File: src/rtl/fsk_port_pkg.sv
package fsk_port_pkg;

  typedef enum logic [1:0] {
    RX_IDLE,
    RX_START,
    RX_DATA,
    RX_STOP
  } rx_state_e;

  typedef enum logic [1:0] {
    TX_IDLE,
    TX_BITS,
    TX_READY
  } tx_state_e;

  function automatic int unsigned cycles_per_bit(int unsigned clk_hz, int unsigned baud_hz);
    return clk_hz / baud_hz;
  endfunction

  function automatic int unsigned hold_cycles(int unsigned clk_hz, int unsigned hold_us);
    return ((clk_hz / 1000) * hold_us) / 1000;
  endfunction

endpackage

File: src/rtl/fsk_carrier_qual.sv
module fsk_carrier_qual #(
  parameter int unsigned HOLD_CYC = 96000
) (
  input  logic clk,
  input  logic rst_n,
  input  logic present_i,
  output logic carrier_o
);
  localparam int unsigned CW = $clog2(HOLD_CYC + 2);

  logic [1:0]    pres_s;
  logic          active_q;
  logic [CW-1:0] run_q;

  // run_q counts consecutive cycles in which the synchronised level
  // disagrees with the current flag; any agreement restarts it.
  always_ff @(posedge clk or negedge rst_n) begin
    if (!rst_n) begin
      pres_s   <= '0;
      active_q <= 1'b0;
      run_q    <= '0;
    end else begin
      pres_s <= {pres_s[0], present_i};
      if (pres_s[1] == active_q) begin
        run_q <= '0;
      end else if (!active_q && run_q == CW'(HOLD_CYC - 1)) begin
        active_q <= 1'b1;
        run_q    <= '0;
      end else if (active_q && run_q == CW'(HOLD_CYC)) begin
        active_q <= 1'b0;
        run_q    <= '0;
      end else begin
        run_q <= run_q + 1'b1;
      end
    end
  end

  assign carrier_o = active_q;

  p_assert_needs_presence_r1: assert property (@(posedge clk) disable iff (!rst_n)
    $rose(active_q) |-> $past(pres_s[1]));
  p_release_needs_absence_r2: assert property (@(posedge clk) disable iff (!rst_n)
    $fell(active_q) |-> !$past(pres_s[1]));
  p_run_bounded_r1: assert property (@(posedge clk) disable iff (!rst_n)
    run_q <= CW'(HOLD_CYC));

endmodule

File: src/rtl/fsk_char_rx.sv
module fsk_char_rx
  import fsk_port_pkg::*;
#(
  parameter int unsigned BIT_CYC = 10000
) (
  input  logic       clk,
  input  logic       rst_n,
  input  logic       carrier_i,
  input  logic       line_i,
  output logic       byte_vld_o,
  output logic [7:0] byte_o
);
  localparam int unsigned HALF = BIT_CYC / 2;
  localparam int unsigned CW   = $clog2(BIT_CYC + 1);

  logic [1:0]    line_s;
  logic          line_prev;
  rx_state_e     st;
  logic [CW-1:0] cnt;
  logic [2:0]    nbit;
  logic [7:0]    sh;

  always_ff @(posedge clk or negedge rst_n) begin
    if (!rst_n) begin
      line_s     <= 2'b11;
      line_prev  <= 1'b1;
      st         <= RX_IDLE;
      cnt        <= '0;
      nbit       <= '0;
      sh         <= '0;
      byte_vld_o <= 1'b0;
    end else begin
      line_s     <= {line_s[0], line_i};
      line_prev  <= line_s[1];
      byte_vld_o <= 1'b0;
      if (!carrier_i) begin
        st  <= RX_IDLE;
        cnt <= '0;
      end else begin
        unique case (st)
          RX_IDLE: begin
            if (line_prev && !line_s[1]) begin
              st  <= RX_START;
              cnt <= CW'(1);
            end
          end
          RX_START: begin
            if (cnt == CW'(HALF - 1)) begin
              cnt  <= '0;
              nbit <= '0;
              st   <= line_s[1] ? RX_IDLE : RX_DATA;
            end else begin
              cnt <= cnt + 1'b1;
            end
          end
          RX_DATA: begin
            if (cnt == CW'(BIT_CYC - 1)) begin
              cnt  <= '0;
              sh   <= {line_s[1], sh[7:1]};
              nbit <= nbit + 1'b1;
              if (nbit == 3'd7) st <= RX_STOP;
            end else begin
              cnt <= cnt + 1'b1;
            end
          end
          RX_STOP: begin
            if (cnt == CW'(BIT_CYC - 1)) begin
              cnt        <= '0;
              byte_vld_o <= line_s[1];
              st         <= RX_IDLE;
            end else begin
              cnt <= cnt + 1'b1;
            end
          end
          default: st <= RX_IDLE;
        endcase
      end
    end
  end

  assign byte_o = sh;

  p_quiet_without_carrier_r3: assert property (@(posedge clk) disable iff (!rst_n)
    !carrier_i |=> (st == RX_IDLE && !byte_vld_o));
  p_byte_only_after_stop_r8: assert property (@(posedge clk) disable iff (!rst_n)
    byte_vld_o |-> ($past(st) == RX_STOP && $past(line_s[1])));
  p_start_recheck_r7: assert property (@(posedge clk) disable iff (!rst_n)
    (st == RX_DATA && $past(st) == RX_START) |-> !$past(line_s[1]));

endmodule

File: src/rtl/fsk_port_out.sv
module fsk_port_out
  import fsk_port_pkg::*;
#(
  parameter int unsigned BIT_CYC = 10000
) (
  input  logic       clk,
  input  logic       rst_n,
  input  logic       carrier_i,
  input  logic       mode_i,
  input  logic       host_clk_i,
  input  logic       byte_vld_i,
  input  logic [7:0] byte_i,
  output logic       port_clk_o,
  output logic       port_data_o,
  output logic       port_rdy_n_o
);
  localparam int unsigned HALF = BIT_CYC / 2;
  localparam int unsigned CW   = $clog2(BIT_CYC + 1);

  tx_state_e     st;
  logic [CW-1:0] cnt;
  logic [2:0]    idx;
  logic [7:0]    hold_q;
  logic [1:0]    hclk_s;
  logic          hclk_prev;
  logic          hrise;

  assign hrise = hclk_s[1] & ~hclk_prev;

  always_ff @(posedge clk or negedge rst_n) begin
    if (!rst_n) begin
      st           <= TX_IDLE;
      cnt          <= '0;
      idx          <= '0;
      hold_q       <= '1;
      hclk_s       <= '0;
      hclk_prev    <= 1'b0;
      port_clk_o   <= 1'b1;
      port_data_o  <= 1'b1;
      port_rdy_n_o <= 1'b1;
    end else begin
      hclk_s    <= {hclk_s[0], host_clk_i};
      hclk_prev <= hclk_s[1];
      if (!carrier_i) begin
        st           <= TX_IDLE;
        cnt          <= '0;
        port_clk_o   <= 1'b1;
        port_data_o  <= 1'b1;
        port_rdy_n_o <= 1'b1;
      end else if (!mode_i) begin
        unique case (st)
          TX_IDLE: begin
            port_clk_o   <= 1'b1;
            port_data_o  <= 1'b1;
            port_rdy_n_o <= 1'b1;
            if (byte_vld_i) begin
              hold_q      <= byte_i;
              port_data_o <= byte_i[0];
              port_clk_o  <= 1'b0;
              idx         <= '0;
              cnt         <= '0;
              st          <= TX_BITS;
            end
          end
          TX_BITS: begin
            if (cnt == CW'(HALF - 1)) port_clk_o <= 1'b1;
            if (cnt == CW'(BIT_CYC - 1)) begin
              cnt <= '0;
              if (idx == 3'd7) begin
                st           <= TX_READY;
                port_rdy_n_o <= 1'b0;
                port_data_o  <= 1'b1;
              end else begin
                idx         <= idx + 3'd1;
                port_data_o <= hold_q[idx + 3'd1];
                port_clk_o  <= 1'b0;
              end
            end else begin
              cnt <= cnt + 1'b1;
            end
          end
          TX_READY: begin
            if (cnt == CW'(HALF - 1)) begin
              cnt          <= '0;
              port_rdy_n_o <= 1'b1;
              st           <= TX_IDLE;
            end else begin
              cnt <= cnt + 1'b1;
            end
          end
          default: st <= TX_IDLE;
        endcase
      end else begin
        st         <= TX_IDLE;
        cnt        <= '0;
        port_clk_o <= 1'b1;
        if (byte_vld_i) begin
          hold_q       <= byte_i;
          port_data_o  <= byte_i[0];
          port_rdy_n_o <= 1'b0;
        end else if (hrise) begin
          hold_q       <= {1'b1, hold_q[7:1]};
          port_data_o  <= hold_q[1];
          port_rdy_n_o <= 1'b1;
        end
      end
    end
  end

  p_idle_lines_high_r4: assert property (@(posedge clk) disable iff (!rst_n)
    (!carrier_i && !mode_i) |=> (port_clk_o && port_data_o && port_rdy_n_o));
  p_ready_withheld_r10: assert property (@(posedge clk) disable iff (!rst_n)
    !carrier_i |=> port_rdy_n_o);
  p_ready_after_burst_r6: assert property (@(posedge clk) disable iff (!rst_n)
    ($fell(port_rdy_n_o) && !mode_i && !$past(mode_i)) |-> (port_clk_o && $past(port_clk_o)));
  p_host_mode_clk_quiet_r9: assert property (@(posedge clk) disable iff (!rst_n)
    (mode_i && $past(mode_i)) |-> port_clk_o);

endmodule

File: src/rtl/fsk_byte_port.sv
module fsk_byte_port
  import fsk_port_pkg::*;
#(
  parameter int unsigned CLK_HZ  = 12_000_000,
  parameter int unsigned BAUD_HZ = 1200,
  parameter int unsigned HOLD_US = 8000
) (
  input  logic clk,
  input  logic rst_n,
  input  logic sig_present_i,
  input  logic bit_line_i,
  input  logic mode_i,
  input  logic host_clk_i,
  output logic carrier_n_o,
  output logic port_clk_o,
  output logic port_data_o,
  output logic port_rdy_n_o
);
  localparam int unsigned BIT_CYC  = cycles_per_bit(CLK_HZ, BAUD_HZ);
  localparam int unsigned HOLD_CYC = hold_cycles(CLK_HZ, HOLD_US);

  logic       carrier;
  logic       byte_vld;
  logic [7:0] byte_val;

  fsk_carrier_qual #(.HOLD_CYC(HOLD_CYC)) u_qual (
    .clk       (clk),
    .rst_n     (rst_n),
    .present_i (sig_present_i),
    .carrier_o (carrier)
  );

  fsk_char_rx #(.BIT_CYC(BIT_CYC)) u_rx (
    .clk        (clk),
    .rst_n      (rst_n),
    .carrier_i  (carrier),
    .line_i     (bit_line_i),
    .byte_vld_o (byte_vld),
    .byte_o     (byte_val)
  );

  fsk_port_out #(.BIT_CYC(BIT_CYC)) u_out (
    .clk          (clk),
    .rst_n        (rst_n),
    .carrier_i    (carrier),
    .mode_i       (mode_i),
    .host_clk_i   (host_clk_i),
    .byte_vld_i   (byte_vld),
    .byte_i       (byte_val),
    .port_clk_o   (port_clk_o),
    .port_data_o  (port_data_o),
    .port_rdy_n_o (port_rdy_n_o)
  );

  assign carrier_n_o = ~carrier;

endmodule

File: config.mk
export PLATFORM = sky130hd
export DESIGN_NAME = fsk_byte_port
export DESIGN_NICKNAME = d
export VERILOG_FILES = /design/src/rtl/fsk_port_pkg.sv /design/src/rtl/fsk_carrier_qual.sv /design/src/rtl/fsk_char_rx.sv /design/src/rtl/fsk_port_out.sv /design/src/rtl/fsk_byte_port.sv
export SDC_FILE = /design/constraint.sdc
export NUM_CORES = 1
export LEC_CHECK = 0
export CORE_ASPECT_RATIO = 1.4
export CORE_UTILIZATION = 50
export CTS_BUF_LIST = sky130_fd_sc_hd__clkbuf_8
export DETAILED_ROUTE_END_ITERATION = 12
export PLACE_DENSITY_LB_ADDON = 0.2
export SYNTH_ARGS = -nofsm -noshare
export SYNTH_HDL_FRONTEND = slang
export SYNTH_SLANG_ARGS = --single-unit
File: constraint.sdc
create_clock -name clk -period 2.8 [get_ports clk]
set_input_delay 0.28 -clock clk [delete_from_list [all_inputs] [get_ports clk]]
set_output_delay 0.28 -clock clk [all_outputs]
set_load 0.01 [all_outputs]
==> flow_summary.json <==
{
  "outcome": "finished clean",
  "synth_top_family_by_area": "simple AND/OR/NAND/NOR gates",
  "max_freq_mhz": 407,
  "drive_gt1_share_pct": 12.8,
  "initial_utilization_pct": 52.4,
  "die_h_um": 115,
  "cts_tree": "done",
  "setup_viol": 0,
  "hpwl_um": 5850,
  "synthSimpleGateAreaFrac_pct": 23.5,
  "drv_slew": 0,
  "tightest_slew_ps": 1020,
  "antenna_found_initial": 0,
  "powerDensity_mw_per_mm2": 445,
  "synth_fa_ha_area_share_pct": 4.94,
  "grt_pass1_vias": 3221,
  "numPortBuffers": 9,
  "critPathBufInv": 1,
  "yosysWarnings": 0,
  "insertion_delay_ps": 370,
  "hold_buffers": 0,
  "min_period_ps": 2450,
  "pin_count": 10,
  "seqCellArea_sq_mm": 0.00212,
  "crit_slowest_cell": "or4b_4",
  "slew_headroom_pct": 31.8,
  "multi_input_area_sq_mm": 0.00230,
  "cts.path.max_buffers": 2,
  "dr_total_vias": 3335,
  "remaining_drc_errors": 0,
  "synth-seq-cells": 84,
  "r2r_slack_ps": 350,
  "post-place-ws_ps": 381,
  "p_leak_nw": 1.99,
  "drt_iter0_markers": 148,
  "cp.arrival_ps": 2710,
  "synth_area_sq_mm": 0.00456,
  "synthArstFlopShare_pct": 100,
  "worst_setup_path_start_kind": "flop",
  "finalCritPeriodShare_pct": 87.6,
  "grt_max_degree": 85,
  "grt_pass1_wl_um": 14600,
  "routed_wl_um": 8480,
  "die_w_um": 82.7,
  "stdcell_area_sq_mm": 0.00494,
  "crit_end": "u_out.cnt[12]$_DFFE_PN0P_",
  "core_sq_mm": 0.00871,
  "synth.area.mux_share_pct": 5.57,
  "worst-path-stages": 6,
  "placed_area_sq_mm": 0.00474,
  "detail_route.vias_per_cell": 5.73,
  "synth_edf_count": 0,
  "synthToLayoutAreaGrowth_pct": 8.42,
  "ant_nets": 0,
  "ys_types": 63,
  "path_max_fanout": 12,
  "hold_path.class": "input port to asynchronous set/reset pin",
  "fin_nets": 496,
  "synth-xor-area-share_pct": 6.15,
  "cap_violations": 0,
  "synth_fp_nets": 489,
  "fin_worst_skew_ps": 12.4,
  "crit_type": "flop to flop",
  "cts_resized": 0,
  "crit_path_cell_trace": "or4b_4 > o41ai_1 > a21oi_1 > buf_4 > and3_1 > a221o_1",
  "dieArea_sq_mm": 0.00951,
  "cts_buffers": 9,
  "r2r_cells": 6,
  "finalWorstSetupSlack_ps": 346,
  "postSynthCellCount": 465,
  "synth_compound_area_share_pct": 10.3,
  "clkTransAtPathRegs_ps": 90,
  "worst_setup_path_end_kind": "flop",
  "synth-seq-area-share_pct": 46.5,
  "max_stage_delay_ps": 590,
  "hold_violations": 0,
  "r2r-end": "u_out.cnt[12]$_DFFE_PN0P_",
  "diodes": 0,
  "fp-row-count": 40,
  "tns_ps": 0,
  "cts-root-buf": "clkbuf_8",
  "cts.sinks": 84,
  "wl_per_cell_um": 14.6,
  "synth_flop_cell": "dfrtp_1",
  "syn_avg_cell_area_sq_um": 9.81,
  "grtUsageTotal_pct": 20.1,
  "h-tree-depth": 3,
  "drt_first_pass_iters": 4,
  "ir_drop_mv": 0.259,
  "grt_overflow": 0,
  "rsz0062_at_grt": "no",
  "crit_path_start": "u_out.cnt[6]$_DFFE_PN0P_",
  "rr_startpoint": "u_out.cnt[6]$_DFFE_PN0P_",
  "required_ps": 3060,
  "hold-worst-slack_ps": 88.3,
  "place.gp.congestion": 0.876,
  "cpLargestDelayFamily": "compound AO/OA/AOI/OAI gates",
  "fill_cells": 782,
  "post_cts_buffers": 0
}
-- through the flow --
stage | total power, mW | cells | util (%)
after floorplan | 1.28 | 465 | -
after detailed placement | 1.32 | 566 | 54.4
after global placement | 1.32 | 566 | 54.4
final | 2.20 | 582 | 56.8
after global routing | 2.29 | 582 | 56.8
after CTS | 2.24 | 582 | 56.8
-- cell usage in the layout, fill, tap and decap left out, types with 13 or more instances in the layout --
cell type / count
dfrtp_1: 70
nor2_1: 63
nand2_1: 55
nand3_1: 18
xnor2_1: 18
ha_1: 18
nand4_1: 16
inv_1: 15
o21ai_0: 14
xor2_1: 14
dfstp_2: 14
a21oi_1: 13
-- cell usage after synthesis (14+ instances only) --
library cell / number / share of area (%)
nor2_1: 63 / 5.2
nand3_1: 18 / 2.0
ha_1: 18 / 4.9
nand2_1: 55 / 4.5
dfrtp_1: 70 / 38
xor2_1: 14 / 2.7
nand4_1: 16 / 2.2
dfstp_2: 14 / 8.1
inv_1: 15 / 1.2
xnor2_1: 18 / 3.5
o21ai_0: 14 / 1.5
-- worst min-delay path by stage --
| stage | startpoint | cells past startpoint | to | slack [ps] |
|---|---|---|---|---|
| floorplan | rst_n | 0 | u_out.cnt[0]$_DFFE_PN0P_ | -20 |
| global route | rst_n | 1 | u_rx.byte_o[1]$_DFFE_PN0P_ | 180 |
| global placement | u_qual.pres_s[0]$_DFF_PN0_ | 0 | u_qual.pres_s[1]$_DFF_PN0_ | 340 |
| detailed placement | u_qual.pres_s[0]$_DFF_PN0_ | 0 | u_qual.pres_s[1]$_DFF_PN0_ | 340 |
| CTS | rst_n | 1 | u_rx.st[1]$_DFFE_PN0P_ | 120 |
| finish | rst_n | 1 | u_rx.byte_o[6]$_DFFE_PN0P_ | 90 |
-- where the power goes --
part	leakage [nW]	internal [mW]	total [mW]	switching [mW]
sequential	1.10	1.23	1.23	0.00877
combinational	0.785	0.0158	0.0575	0.0417
clock	0.107	0.444	0.907	0.462
-- registers in the layout (all words and copies together) (netlist names), 2 cells and up --
name,cells
u_out.cnt,14
u_out.hclk_s,2
u_out.hold_q,8
u_out.idx,3
u_out.st,2
u_qual.pres_s,2
u_qual.run_q,17
u_rx.byte_o,8
u_rx.cnt,14
u_rx.line_s,2
u_rx.nbit,3
u_rx.st,2
-- final cells by class --
cell class	instances	area share [%]
inverter	16	1.21
timing repair buffer	14	2.53
sequential	84	42.9
clock buffer	10	2.78
tap	105	2.66
multi-input combinational	347	46.5
clock inverter	6	1.42
-- layer usage --
layer,up-vias,wire length [um],global-route usage (%),part of all wire [%]
met5,-,0,0,0
met4,0,179,10.2,2.1
met3,11,234,3.89,2.8
met2,43,4300,34.6,51
met1,1621,3770,23.2,44
li1,1660,-,-,-
-- kinds of logic after synthesis --
logic type	after synthesis
AO/OA/AOI/OAI	62
XOR/XNOR	32
adder cells (fa/ha/maj)	18
buffers and inverters	34
flip-flops	84
multiplexers	21
AND/OR/NAND/NOR	214
No activity file was read; power rests on OpenSTA's default activity.
